File: config.mk
export PLATFORM = sky130hd
export DESIGN_NAME = strided_dma_addr_gen
export DESIGN_NICKNAME = d
export VERILOG_FILES = /design/src/rtl/sdag_pkg.sv /design/src/rtl/sdag_count_tracker.sv /design/src/rtl/sdag_run_tracker.sv /design/src/rtl/sdag_addr_stepper.sv /design/src/rtl/strided_dma_addr_gen.sv
export SDC_FILE = /design/constraint.sdc
export NUM_CORES = 1
export LEC_CHECK = 0
export BUFFER_PORTS_ARGS = -buffer_cell sky130_fd_sc_hd__buf_2
export CAP_MARGIN = 20
export CORE_ASPECT_RATIO = 0.9
export CORE_MARGIN = 5
export CORE_UTILIZATION = 48
export CTS_CLUSTER_DIAMETER = 40
export DETAILED_ROUTE_END_ITERATION = 8
export PLACE_DENSITY = 0.86
export RECOVER_POWER = 100
export SYNTH_ARGS = -nofsm -noshare
export SYNTH_HDL_FRONTEND = slang
export SYNTH_SLANG_ARGS = --single-unit
File: constraint.sdc
create_clock -name clk -period 4.35 [get_ports clk]
set_input_delay 1.0875 -clock clk [delete_from_list [all_inputs] [get_ports clk]]
set_output_delay 1.0875 -clock clk [all_outputs]
set_load 0.005 [all_outputs]
File: src/rtl/sdag_pkg.sv
package sdag_pkg;
  localparam int unsigned QW_SHIFT = 4;
  localparam int unsigned QW_BYTES = 1 << QW_SHIFT;

  typedef enum logic [0:0] {
    ST_IDLE = 1'b0,
    ST_RUN  = 1'b1
  } sdag_state_e;
endpackage

File: src/rtl/sdag_count_tracker.sv
module sdag_count_tracker #(
  parameter int unsigned CNT_W = 16
) (
  input  logic             clk,
  input  logic             rst_n,
  input  logic             load,
  input  logic [CNT_W-1:0] load_val,
  input  logic             step,
  output logic [CNT_W-1:0] count,
  output logic             last
);
  logic [CNT_W-1:0] cnt_q;

  always_ff @(posedge clk) begin
    if (!rst_n) begin
      cnt_q <= '0;
    end else if (load) begin
      cnt_q <= load_val;
    end else if (step && cnt_q != '0) begin
      cnt_q <= cnt_q - CNT_W'(1);
    end
  end

  assign count = cnt_q;
  assign last  = (cnt_q == CNT_W'(1));


  count_step_chk: assert property (@(posedge clk) disable iff (!rst_n)
    (step && !load && cnt_q != '0) |=> (count == $past(count) - CNT_W'(1)));
endmodule

File: src/rtl/sdag_run_tracker.sv
module sdag_run_tracker #(
  parameter int unsigned CNT_W = 16
) (
  input  logic             clk,
  input  logic             rst_n,
  input  logic             load,
  input  logic [CNT_W-1:0] run_len,
  input  logic             step,
  output logic             run_end
);
  logic [CNT_W-1:0] len_q;
  logic [CNT_W-1:0] pos_q;

  always_ff @(posedge clk) begin
    if (!rst_n) begin
      len_q <= '0;
      pos_q <= '0;
    end else if (load) begin
      len_q <= run_len;
      pos_q <= '0;
    end else if (step) begin
      if (run_end) pos_q <= '0;
      else         pos_q <= pos_q + CNT_W'(1);
    end
  end

  assign run_end = (pos_q == len_q - CNT_W'(1));


  run_wrap_chk: assert property (@(posedge clk) disable iff (!rst_n)
    (step && !load && run_end) |=> (pos_q == '0));
endmodule

File: src/rtl/sdag_addr_stepper.sv
module sdag_addr_stepper
  import sdag_pkg::*;
#(
  parameter int unsigned ADDR_W = 32,
  parameter int unsigned RUN_W  = 10
) (
  input  logic              clk,
  input  logic              rst_n,
  input  logic              load,
  input  logic [ADDR_W-1:0] spad_base,
  input  logic [ADDR_W-1:0] mem_base,
  input  logic [RUN_W-1:0]  skip_qw,
  input  logic              step,
  input  logic              jump,
  output logic [ADDR_W-1:0] spad_addr,
  output logic [ADDR_W-1:0] mem_addr
);
  localparam logic [ADDR_W-1:0] QW_INC = ADDR_W'(QW_BYTES);

  logic [RUN_W-1:0]  skip_q;
  logic [ADDR_W-1:0] spad_q;
  logic [ADDR_W-1:0] mem_q;
  logic [ADDR_W-1:0] gap_bytes;

  assign gap_bytes = ADDR_W'({1'b0, skip_q} + (RUN_W+1)'(1)) << QW_SHIFT;

  always_ff @(posedge clk) begin
    if (!rst_n) begin
      skip_q <= '0;
      spad_q <= '0;
      mem_q  <= '0;
    end else if (load) begin
      skip_q <= skip_qw;
      spad_q <= spad_base;
      mem_q  <= mem_base;
    end else if (step) begin
      spad_q <= spad_q + QW_INC;
      mem_q  <= mem_q + (jump ? gap_bytes : QW_INC);
    end
  end

  assign spad_addr = spad_q;
  assign mem_addr  = mem_q;


  spad_contig_chk: assert property (@(posedge clk) disable iff (!rst_n)
    (step && !load) |=> (spad_addr - $past(spad_addr) == QW_INC));


  mem_inrun_chk: assert property (@(posedge clk) disable iff (!rst_n)
    (step && !load && !jump) |=> (mem_addr - $past(mem_addr) == QW_INC));
endmodule

File: src/rtl/strided_dma_addr_gen.sv
module strided_dma_addr_gen
  import sdag_pkg::*;
#(
  parameter int unsigned ADDR_W = 32,
  parameter int unsigned CNT_W  = 16,
  parameter int unsigned RUN_W  = 10
) (
  input  logic              clk,
  input  logic              rst_n,
  input  logic              start_i,
  input  logic [CNT_W-1:0]  total_qw_i,
  input  logic [RUN_W-1:0]  run_qw_i,
  input  logic [RUN_W-1:0]  skip_qw_i,
  input  logic [ADDR_W-1:0] spad_base_i,
  input  logic [ADDR_W-1:0] mem_base_i,
  output logic              busy_o,
  output logic              pair_valid_o,
  input  logic              pair_ready_i,
  output logic [ADDR_W-1:0] spad_addr_o,
  output logic [ADDR_W-1:0] mem_addr_o,
  output logic [CNT_W-1:0]  remain_o,
  output logic              done_o
);
  sdag_state_e state_q;
  logic        done_q;
  logic        accept;
  logic        load_job;
  logic        xfer;
  logic        last_qw;
  logic        run_end;
  logic [CNT_W-1:0] eff_run;

  assign accept   = start_i && (state_q == ST_IDLE);
  assign load_job = accept && (total_qw_i != '0);
  assign xfer     = (state_q == ST_RUN) && pair_ready_i;
  assign eff_run  = (run_qw_i == '0) ? total_qw_i : CNT_W'(run_qw_i);

  always_ff @(posedge clk) begin
    if (!rst_n) begin
      state_q <= ST_IDLE;
      done_q  <= 1'b0;
    end else begin
      done_q <= 1'b0;
      case (state_q)
        ST_IDLE: begin
          if (accept) begin
            if (total_qw_i == '0) done_q  <= 1'b1;
            else                  state_q <= ST_RUN;
          end
        end
        ST_RUN: begin
          if (xfer && last_qw) begin
            state_q <= ST_IDLE;
            done_q  <= 1'b1;
          end
        end
        default: state_q <= ST_IDLE;
      endcase
    end
  end

  sdag_count_tracker #(.CNT_W(CNT_W)) u_count (
    .clk      (clk),
    .rst_n    (rst_n),
    .load     (load_job),
    .load_val (total_qw_i),
    .step     (xfer),
    .count    (remain_o),
    .last     (last_qw)
  );

  sdag_run_tracker #(.CNT_W(CNT_W)) u_run (
    .clk     (clk),
    .rst_n   (rst_n),
    .load    (load_job),
    .run_len (eff_run),
    .step    (xfer),
    .run_end (run_end)
  );

  sdag_addr_stepper #(.ADDR_W(ADDR_W), .RUN_W(RUN_W)) u_addr (
    .clk       (clk),
    .rst_n     (rst_n),
    .load      (load_job),
    .spad_base (spad_base_i),
    .mem_base  (mem_base_i),
    .skip_qw   (skip_qw_i),
    .step      (xfer),
    .jump      (run_end),
    .spad_addr (spad_addr_o),
    .mem_addr  (mem_addr_o)
  );

  assign busy_o       = (state_q == ST_RUN);
  assign pair_valid_o = (state_q == ST_RUN);
  assign done_o       = done_q;


  hold_under_stall_chk: assert property (@(posedge clk) disable iff (!rst_n)
    (pair_valid_o && !pair_ready_i) |=>
      (pair_valid_o && $stable(spad_addr_o) && $stable(mem_addr_o)));


  done_quiet_chk: assert property (@(posedge clk) disable iff (!rst_n)
    done_o |-> (!pair_valid_o && !busy_o && remain_o == '0));


  zero_job_chk: assert property (@(posedge clk) disable iff (!rst_n)
    (start_i && !busy_o && total_qw_i == '0) |=> (done_o && !pair_valid_o));


  start_ignored_chk: assert property (@(posedge clk) disable iff (!rst_n)
    (start_i && busy_o && !pair_ready_i) |=> ($stable(remain_o) && $stable(spad_addr_o)));


  first_pair_chk: assert property (@(posedge clk) disable iff (!rst_n)
    (start_i && !busy_o && total_qw_i != '0) |=>
      (pair_valid_o && spad_addr_o == $past(spad_base_i) && mem_addr_o == $past(mem_base_i)));
endmodule

# Word level (Yosys, flattened, before mapping)
# Cells that the tools add are included.
# classes
addsub,6
eq_ne,2
mux,17
bitwise_logic,2
reduce_logical,12
# op_table
op,count
$mux W32,5
$mux W16,4
$add A32 B32 Y32,1
$add A32 B5 Y32 const B,1
$reduce_bool A16 Y1,2
$sub A16 B1 Y16 const B,2
$add A16 B1 Y16 const B,1
$eq A16 B1 Y1 const B,1
$eq A16 B16 Y1,1
$logic_not A16 Y1,1
$add A10 B1 Y11 const B,1
$logic_not A10 Y1,1
$mux W1,6
$logic_and A1 B1 Y1,5
$pmux W1 S2,2
$reduce_bool A2 Y1,2
$not A1 Y1,2
$reduce_or A2 Y1,1
# totals
ff_bits,124
out_inout_bits,83

# Depth between registers and ports, before layout
# Gate-level depths: netlist of the first run.
# logic_depth
depth_word,6
ltp_mapped,21
mapped_depth_nobuf,19

# Cells and area by module
# A second synthesis of the first run with hierarchy kept.
# unflattened
hier_cells,879
area_unflattened_um2,7344.5
# modules_own_cells
module,instances,cells_each,area_per_inst_um2,seq_area_each_um2
sdag_addr_stepper,1,504,4182.8,1481.4
sdag_run_tracker,1,216,1881.8,640.6
sdag_count_tracker,1,123,983.4,320.3
strided_dma_addr_gen,1,36,296.5,40.0

# Least setup slack after synthesis of the first run
# Ideal clock, no wire load.
# synth_timing
path_kind,register to register
from,reg u_run.len_q[0]
to,reg u_addr.mem_q[25] (netlist: u_addr.mem_addr[25])
setup_time_ps,116
arrival_ps,4091
required_ps,4234
path_slack_ps,143
path_stages_with_launch,19
path_buffers,2
synth_period_minus_slack_ps,4207
path_cell_list,dfxtp_1 inv_1 ha_1 or4b_1 or4_1 nor3b_1 o2bb2ai_1 nand4_1 buf_2 nor2_1 ha_1 a21o_1 a31oi_1 a21oi_1 o41a_1 clkbuf_1 a31o_2 a21oi_1 nor2_1
# synth_between
elab_chain_len,6
# synth_rtl
element,line_no,text
start: declaration,sdag_run_tracker.sv:11,logic [CNT_W-1:0] len_q;
start signal: assignment,sdag_run_tracker.sv:19,len_q <= run_len;
$sub A16 B1 Y16,sdag_run_tracker.sv:27,assign run_end = (pos_q == len_q - CNT_W'(1));
$eq A16 B16 Y1,sdag_run_tracker.sv:27,
$mux W32,sdag_addr_stepper.sv:38,mem_q <= mem_q + (jump ? gap_bytes : QW_INC);
$add A32 B32 Y32,sdag_addr_stepper.sv:38,
$mux W32,sdag_addr_stepper.sv:36,end else if (step) begin
$mux W32,sdag_addr_stepper.sv:32,end else if (load) begin
end signal: assignment,sdag_addr_stepper.sv:35,mem_q <= mem_base;
end signal: assignment,sdag_addr_stepper.sv:38,
end: declaration,sdag_addr_stepper.sv:22,logic [ADDR_W-1:0] mem_q;
# Every way passes these cells. The select of a mux whose other input is x is not followed.
# A chain may end at the register's enable or synchronous reset.

# Final worst setup path of the first run
# layout_timing
from,reg u_run.len_q[9]
to,reg u_addr.mem_q[18] (netlist: u_addr.mem_addr[18])
# Same word-level chain as after synthesis.

==> metrics, run 1 <==
number of CTS-inserted buffers=17; sw frac=0.274; Routed Antenna Nets=0; top achievable clock speed=roughly 240 MHz; first drt pass iteration count=5; Min Hold Slack=455 ps; Comb power frac=0.158; Reg clk slew, reported paths=roughly 50 ps; Reg2Reg Setup Slack=between 100 and 150 ps; max-cap violations=0; post-synthesis register bit count=about 120; leading cell type in the layout, fill and taps excluded=buf_2; CP max-delay cell=or4_4; fin. max-slew vios=0; antenna diode count=0; Clock Skews=7.53 ps; Top delay family on crit path=simple AND/OR/NAND/NOR gates; row count=just over 40; routed vias/inst=just under 6; Die Y=between 100 and 150 um; Reg power frac=0.424; Simple-Gate Fraction of Synth Area=0.233; setup ws final=approximately 120 ps; initial antenna violation count=0; Synthesis Warnings=0; non-filler instance count after layout=~1,200; Avg Cell Area, Syn=7.91 sq um; Core Region=~0.014 sq mm; initial cell density of the core=0.487; setup_tns=0 ps; Post-Syn Instances=approximately 860; Root Buffer=clkbuf_16; total die area=roughly 0.017 sq mm; predominant post-synthesis flop cell=dfxtp_1; largest family of logic cells by synthesized area=simple AND/OR/NAND/NOR gates; Initial DRC Count=760; Max stage delay on crit path=about 600 ps; Critical path buffers and inverters=4; fin crit share=0.972; crit path capture=u_addr.mem_addr[18]$_SDFFE_PN0P_; fraction of layout cells with a size suffix above 1=0.189; Tmin final=around 4200 ps; Worst R2R End=u_addr.mem_addr[18]$_SDFFE_PN0P_; critical path depth in cells=19; CTS Sinks=approximately 120; mux contribution to synthesized area=0.00147; largest net degree at the start of global routing=57; final hold vios=0; Final Power=3.08 mW; Reg-to-Reg Start=u_run.len_q[9]$_SDFFE_PN0P_; I/O Buffers=186; Max H-tree Level=4; Max clock buf depth=2; WP data required=roughly 4700 ps; crit end category=register; most frequent cells in the layout=buf_2, dfxtp_1, a21oi_1, nor2_1, nand2_1; number of synthesized flops with an enable pin=0; pwr dens=around 370 mW/mm^2; post-DP HPWL=14.7 mm; final setup fails=0; sequential share of the synthesized area=0.366; Final Net Count=between 1,000 and 1,500; Hold/Removal Path Class=register to register; DP Cell Count=1,199; IO Count=about 190; Remaining DRCs=0; crit path kind=register to register; crit start category=register; global-route wire length before repair=around 33 mm; Worst-Skew Late Latency=420 ps; Slew Limit Headroom=0.289; CTS tree=built; internal power=~2.2 mW; Post-Syn Area=a little under 0.007 sq mm; CP Max Fanout=8; Synth Area in Compound Gates=0.220; Adder-Cell Fraction of Synth Area=0.0343; Die W=135 um; WL/cell=17.1 um; Sw Pwr=844 uW; routed wire length=21.0 mm; DR vias=~7,000; ys async rst share=0; Clock power frac=0.418; VDD IR max=between 0.0002 and 0.0003 V; Total GRT Usage=0.247; vias in the first global route=6,686; GP Congestion=0.933; Placement Setup Slack=-0.734 ps; outcome=completed; Mapped Nets=between 900 and 1,000; actual slew at the worst max-slew pin=1060 ps; Critical Path, Cell by Cell=or4_4, or4_1, o211ai_1, a2111oi_1, nand4_1, buf_4, inv_1, nand2_1, ha_1, inv_1, fa_1, nor2b_2, o211ai_1, a21oi_2, a221o_1, buf_4, nand3_1, xor2_1, a21oi_1; xor/xnor share of the synthesized area=0.106; Hold Buf Count CTS=0; area grow syn2layout=24.0%; library cells used by synthesis=62; Lkg Pwr=between 3 and 4 nW; reg2reg path depth=19; crit path DAT=4570 ps; Critical path origin=u_run.len_q[9]$_SDFFE_PN0P_; Overflow after GRT=0
[per-layer routing]
| metal | vias to the layer above | part of all wire | GRT usage |
|---|---|---|---|
| li1 | 3458 | - | - |
| met1 | 3375 | 0.43 | 0.313 |
| met2 | 318 | 0.48 | 0.412 |
| met3 | 41 | 0.081 | 0.0705 |
| met4 | 0 | 0.016 | 0.0749 |
| met5 | - | 0 | 0 |
[power groups by stage]
stage	clock [mW]	sequential, mW	combinational (mW)
detailed placement	0	1.32	0.482
finish	1.29	1.31	0.487
floorplan	0	1.31	0.289
global route	1.35	1.32	0.540
CTS	1.30	1.30	0.487
global placement	0	1.32	0.473
[stage by stage]
step / utilization / area [sq um]
floorplan: - / 6790
global placement: 0.566 / 7900
detailed placement: 0.566 / 7900
CTS: 0.604 / 8420
global route: 0.603 / 8420
finish: 0.603 / 8420
[worst min-delay path: cells and delay by family (launching register included)]
| family | cells | cell delay, ps |
|---|---|---|
| DFF | 1 | 300 |
| and+or+nand+nor | 1 | 50 |
| AOI/OAI and AO/OA | 1 | 50 |
[cells in the mapped netlist, types with 2 or more instances]
| master | instances | area, sq um |
|---|---|---|
| a2111oi_0 | 2 | 17.5 |
| a211oi_1 | 19 | 143 |
| a21o_1 | 2 | 15.0 |
| a21oi_1 | 103 | 515 |
| a221oi_1 | 4 | 35.0 |
| a222oi_1 | 4 | 40.0 |
| a22oi_1 | 5 | 37.5 |
| a311o_1 | 4 | 40.0 |
| a311oi_1 | 6 | 52.6 |
| a31o_2 | 3 | 26.3 |
| a31oi_1 | 5 | 31.3 |
| a41oi_1 | 3 | 26.3 |
| and2_1 | 2 | 12.5 |
| and3_1 | 19 | 119 |
| and4_1 | 4 | 35.0 |
| buf_1 | 10 | 37.5 |
| buf_6 | 2 | 22.5 |
| clkbuf_1 | 40 | 150 |
| dfxtp_1 | 124 | 2480 |
| ha_1 | 17 | 213 |
| inv_1 | 12 | 45.0 |
| nand2_1 | 83 | 312 |
| nand2b_1 | 6 | 37.5 |
| nand3_1 | 41 | 205 |
| nand4_1 | 18 | 113 |
| nor2_1 | 86 | 323 |
| nor2b_1 | 4 | 25.0 |
| nor3_1 | 18 | 90.1 |
| nor4_1 | 13 | 81.3 |
| o211ai_1 | 9 | 67.6 |
| o21a_1 | 3 | 22.5 |
| o21ai_0 | 55 | 275 |
| o221ai_1 | 5 | 43.8 |
| o31ai_1 | 2 | 15.0 |
| or2_2 | 4 | 25.0 |
| or3_1 | 7 | 43.8 |
| or4_1 | 10 | 75.1 |
| xnor2_1 | 42 | 368 |
| xor2_1 | 40 | 350 |
[area by class of cell]
| class | instances | area (sq um) |
|---|---|---|
| fillers | 1284 | 5530 |
| multi-input cells | 670 | 4130 |
| flip-flops and latches | 124 | 2480 |
| repair buffers | 203 | 996 |
| clock buffers | 24 | 482 |
| well taps | 193 | 241 |
| inverters | 12 | 45.0 |
| clock inverters | 3 | 40.0 |
[how the worst min path moves through the flow]
stage | from | to | slack, ps | cells after the start
final | u_addr.spad_addr[1]$_SDFFE_PN0P_ | u_addr.spad_addr[1]$_SDFFE_PN0P_ | 460 | 2
after global routing | u_addr.spad_addr[3]$_SDFFE_PN0P_ | u_addr.spad_addr[3]$_SDFFE_PN0P_ | 480 | 2
after CTS | u_addr.mem_addr[1]$_SDFFE_PN0P_ | u_addr.mem_addr[1]$_SDFFE_PN0P_ | 450 | 2
after detailed placement | u_addr.mem_addr[1]$_SDFFE_PN0P_ | u_addr.mem_addr[1]$_SDFFE_PN0P_ | 450 | 2
after global placement | u_addr.spad_addr[1]$_SDFFE_PN0P_ | u_addr.spad_addr[1]$_SDFFE_PN0P_ | 440 | 2
after floorplan | u_run.len_q[15]$_SDFFE_PN0P_ | u_run.len_q[15]$_SDFFE_PN0P_ | 440 | 2
[cell families (layout without fill, tap and decap cells)]
group	count (synthesis)	in the layout
xor gates and xnor gates	82	82
DFF	124	124
buffers and inverters	66	242
and+or+nand+nor	324	324
AOI/OAI and AO/OA	244	245
adders and majority gates	18	18
muxes	1	1
[flip-flops by register name (all words and copies together) (netlist names)]
name / flops
u_addr.skip_q: 10
u_count.count: 16
u_addr.mem_addr: 32
busy_o: 1
u_run.pos_q: 16
done_o: 1
u_run.len_q: 16
u_addr.spad_addr: 32
[repair_timing]
item,4_1_cts,5_1_grt
endpoints found under the setup margin,4,18
gates cloned,0,1
buffers inserted,0,2
pin swaps,0,3
gates resized for setup,1,15
No activity file was read; power rests on OpenSTA's default activity.
==> run 2: changes to the inputs <==
--- a/config.mk
+++ b/config.mk
@@ -7,9 +7,11 @@
 export LEC_CHECK = 0
 export BUFFER_PORTS_ARGS = -buffer_cell sky130_fd_sc_hd__buf_2
 export CAP_MARGIN = 20
+export CELL_PAD_IN_SITES_DETAIL_PLACEMENT = 1
+export CELL_PAD_IN_SITES_GLOBAL_PLACEMENT = 2
 export CORE_ASPECT_RATIO = 0.9
-export CORE_MARGIN = 5
-export CORE_UTILIZATION = 48
+export CORE_MARGIN = 2
+export CORE_UTILIZATION = 27
 export CTS_CLUSTER_DIAMETER = 40
 export DETAILED_ROUTE_END_ITERATION = 8
 export PLACE_DENSITY = 0.86
==> run 2 against run 1 <==
Hold slack lost 1.3 ps. Non-clock buffer count grew 12. Combinational power grew 7.4%. Cell count grew 14%. Total power grew 8.5%. Critical path type unchanged. Largest cell class unchanged.
==> metrics, run 2 (same netlist as run 1, synthesis figures left out) <==
outcome=completed; Initial DRC Count=504 (-34%); Max clock buf depth=2 (unchanged); Reg power frac=0.390 (-0.034); internal power=2.37 mW (+5.8%); I/O Buffers=186 (unchanged); Hold/Removal Path Class=register to register; Core Region=0.0249 sq mm (+79%); fraction of layout cells with a size suffix above 1=0.223 (+0.0342); sw frac=0.292 (+0.0182); global-route met3 utilization=0.0368 (-0.0336); area grow syn2layout=30.3%; Final Net Count=1,161 (+0.96%); Worst R2R End=u_addr.mem_addr[16]$_SDFFE_PN0P_; routed vias/inst=5.16 (-12%); Total GRT Usage=0.183 (-0.0641); GP Congestion=0.863 (-7.5%); worst hold start=u_addr.mem_addr[3]$_SDFFE_PN0P_; reg2reg path depth=20 (+1); Tmin final=4260 ps (+29.3 ps); setup ws final=94.0 ps (-29.3 ps); number of CTS-inserted buffers=17 (unchanged); VDD IR max=0.000199 V (-31%); Root Buffer=clkbuf_16; fin. max-slew vios=0 (unchanged); hold path endpoint=u_addr.mem_addr[3]$_SDFFE_PN0P_; routed wire length=24.5 mm (+17%); row count=55 (+34%); Max H-tree Level=4 (unchanged); WHS Path Cells=2 (unchanged); Sw Pwr=976 uW (+16%); vias in the first global route=7,180 (+7.4%); Reg2Reg Setup Slack=90 ps (-30 ps); CTS Sinks=124 (unchanged); total die area=0.0264 sq mm (+59%); fin crit share=0.978 (+0.00675); Slew Limit Headroom=0.233 (-0.0570); final hold vios=0 (unchanged); actual slew at the worst max-slew pin=1150 ps (+87.0 ps); grt met1 use=0.243 (-0.0701); Placement Setup Slack=-51.9 ps (-51.1 ps); met2 usage=0.302 (-0.110); Reg-to-Reg Start=u_run.len_q[1]$_SDFFE_PN0P_; Hold Buf Count CTS=0 (unchanged); first drt pass iteration count=5 (unchanged); DR vias=7,196 (+0.056%); busiest layer in global routing=met2; top achievable clock speed=235 MHz (-0.69%); global-route wire length before repair=38.4 mm (+16%); Routed Antenna Nets=0 (unchanged); crit end category=register; Die Y=154 um (+26%); Die W=171 um (+26%); Lkg Pwr=3.38 nW (+3.9%); initial cell density of the core=0.273 (-0.214); crit path kind=register to register; Comb power frac=0.156 (-0.002); crit start category=register; leading cell type in the layout, fill and taps excluded=buf_2; CTS tree=built; largest net degree at the start of global routing=70 (+23%); initial antenna violation count=1 (+1); final setup fails=0 (unchanged); post-DP HPWL=17.9 mm (+22%); Clock power frac=0.454 (+0.036); IO Count=187 (unchanged); Worst-Skew Late Latency=430 ps (about the same); crit path DAT=4560 ps (about the same); max-cap violations=0 (unchanged); Reg clk slew, reported paths=60 ps (about the same); pwr dens=378 mW/mm^2 (+3.2%); WL/cell=17.6 um (+2.9%); Clock Skews=14.6 ps (+7.11 ps); setup_tns=0 ps (unchanged); Remaining DRCs=0 (unchanged); fill count=3,108 (+140%); Overflow after GRT=0 (unchanged); WP data required=4650 ps (-50 ps); most frequent cells in the layout=buf_2, dfxtp_1, a21oi_1, nor2_1, nand2_1; CP Max Fanout=8 (unchanged)
==> run 2: final cells by class <==
cell class / count / area, sq um / share of cell area
tap: 342 / 428 / 0.0483
clock inverter: 14 / 183 / 0.0206
clock buffer: 18 / 439 / 0.0496
timing repair buffer: 215 / 1100 / 0.125
inverter: 12 / 47.5 / 0.00537
multi-input combinational: 669 / 4160 / 0.470
antenna: 1 / 2.50 / 0.000283
sequential: 124 / 2480 / 0.281
==> run 2: worst max-delay path by stage <==
stage,end,cells after the start,slack (ps),start
2_1_floorplan,u_addr.mem_addr[25]$_SDFFE_PN0P_,18,140,u_run.len_q[0]$_SDFFE_PN0P_
3_3_place_gp,u_addr.mem_addr[21]$_SDFFE_PN0P_,16,110,u_run.len_q[0]$_SDFFE_PN0P_
3_5_place_dp,u_addr.mem_addr[23]$_SDFFE_PN0P_,17,-50,u_run.len_q[1]$_SDFFE_PN0P_
4_1_cts,u_addr.mem_addr[22]$_SDFFE_PN0P_,19,30,u_run.len_q[1]$_SDFFE_PN0P_
5_1_grt,u_addr.mem_addr[18]$_SDFFE_PN0P_,19,-140,u_run.len_q[6]$_SDFFE_PN0P_
6_report,u_addr.mem_addr[16]$_SDFFE_PN0P_,20,90,u_run.len_q[1]$_SDFFE_PN0P_
==> run 2: power by group through the flow <==
stage | clock network (mW) | registers (mW) | logic, mW
detailed placement | 0 | 1.32 | 0.516
CTS | 1.55 | 1.30 | 0.522
global placement | 0 | 1.32 | 0.506
finish | 1.52 | 1.30 | 0.523
global route | 1.60 | 1.32 | 0.583
floorplan | 0 | 1.31 | 0.289
==> run 2: stage by stage <==
stage               std cells  instance area, sq um  hold WS (ps)  power (mW)  utilization
detailed placement       1358                  8160           447        1.84        0.328
finish                   1395                  8850           454        3.34        0.355
CTS                      1390                  8800           457        3.37        0.353
global route             1394                  8850           476        3.49        0.355
floorplan                 859                  6790           444        1.60            -
global placement         1358                  8160           440        1.83        0.328
==> run 2: critical path: stages (launching register included) <==
cell and delay [ps]:
dfxtp_2 330, inv_2 60, ha_4 130, or4b_4 500
or4_4 610, nor3b_4 210, o2bb2ai_2 110, nand4_1 110
buf_6 170, inv_4 50, nand2_1 60, ha_2 200
inv_2 60, fa_2 230, nor2b_4 50, o211ai_1 280
a21oi_2 120, a221o_1 370, buf_6 150, a311oi_1 260
a211oi_1 70
==> run 2: routing by layer <==
metal / wire length [um] / up-vias
li1: - / 3479
met1: 11400 / 3525
met2: 11700 / 175
met3: 1230 / 17
met4: 239 / 0
met5: 0 / -
==> run 2: what timing repair did <==
item	CTS	global route
endpoints found under the setup margin	12	18
buffers inserted	0	4
resized for setup	3	30
pin swaps	1	9
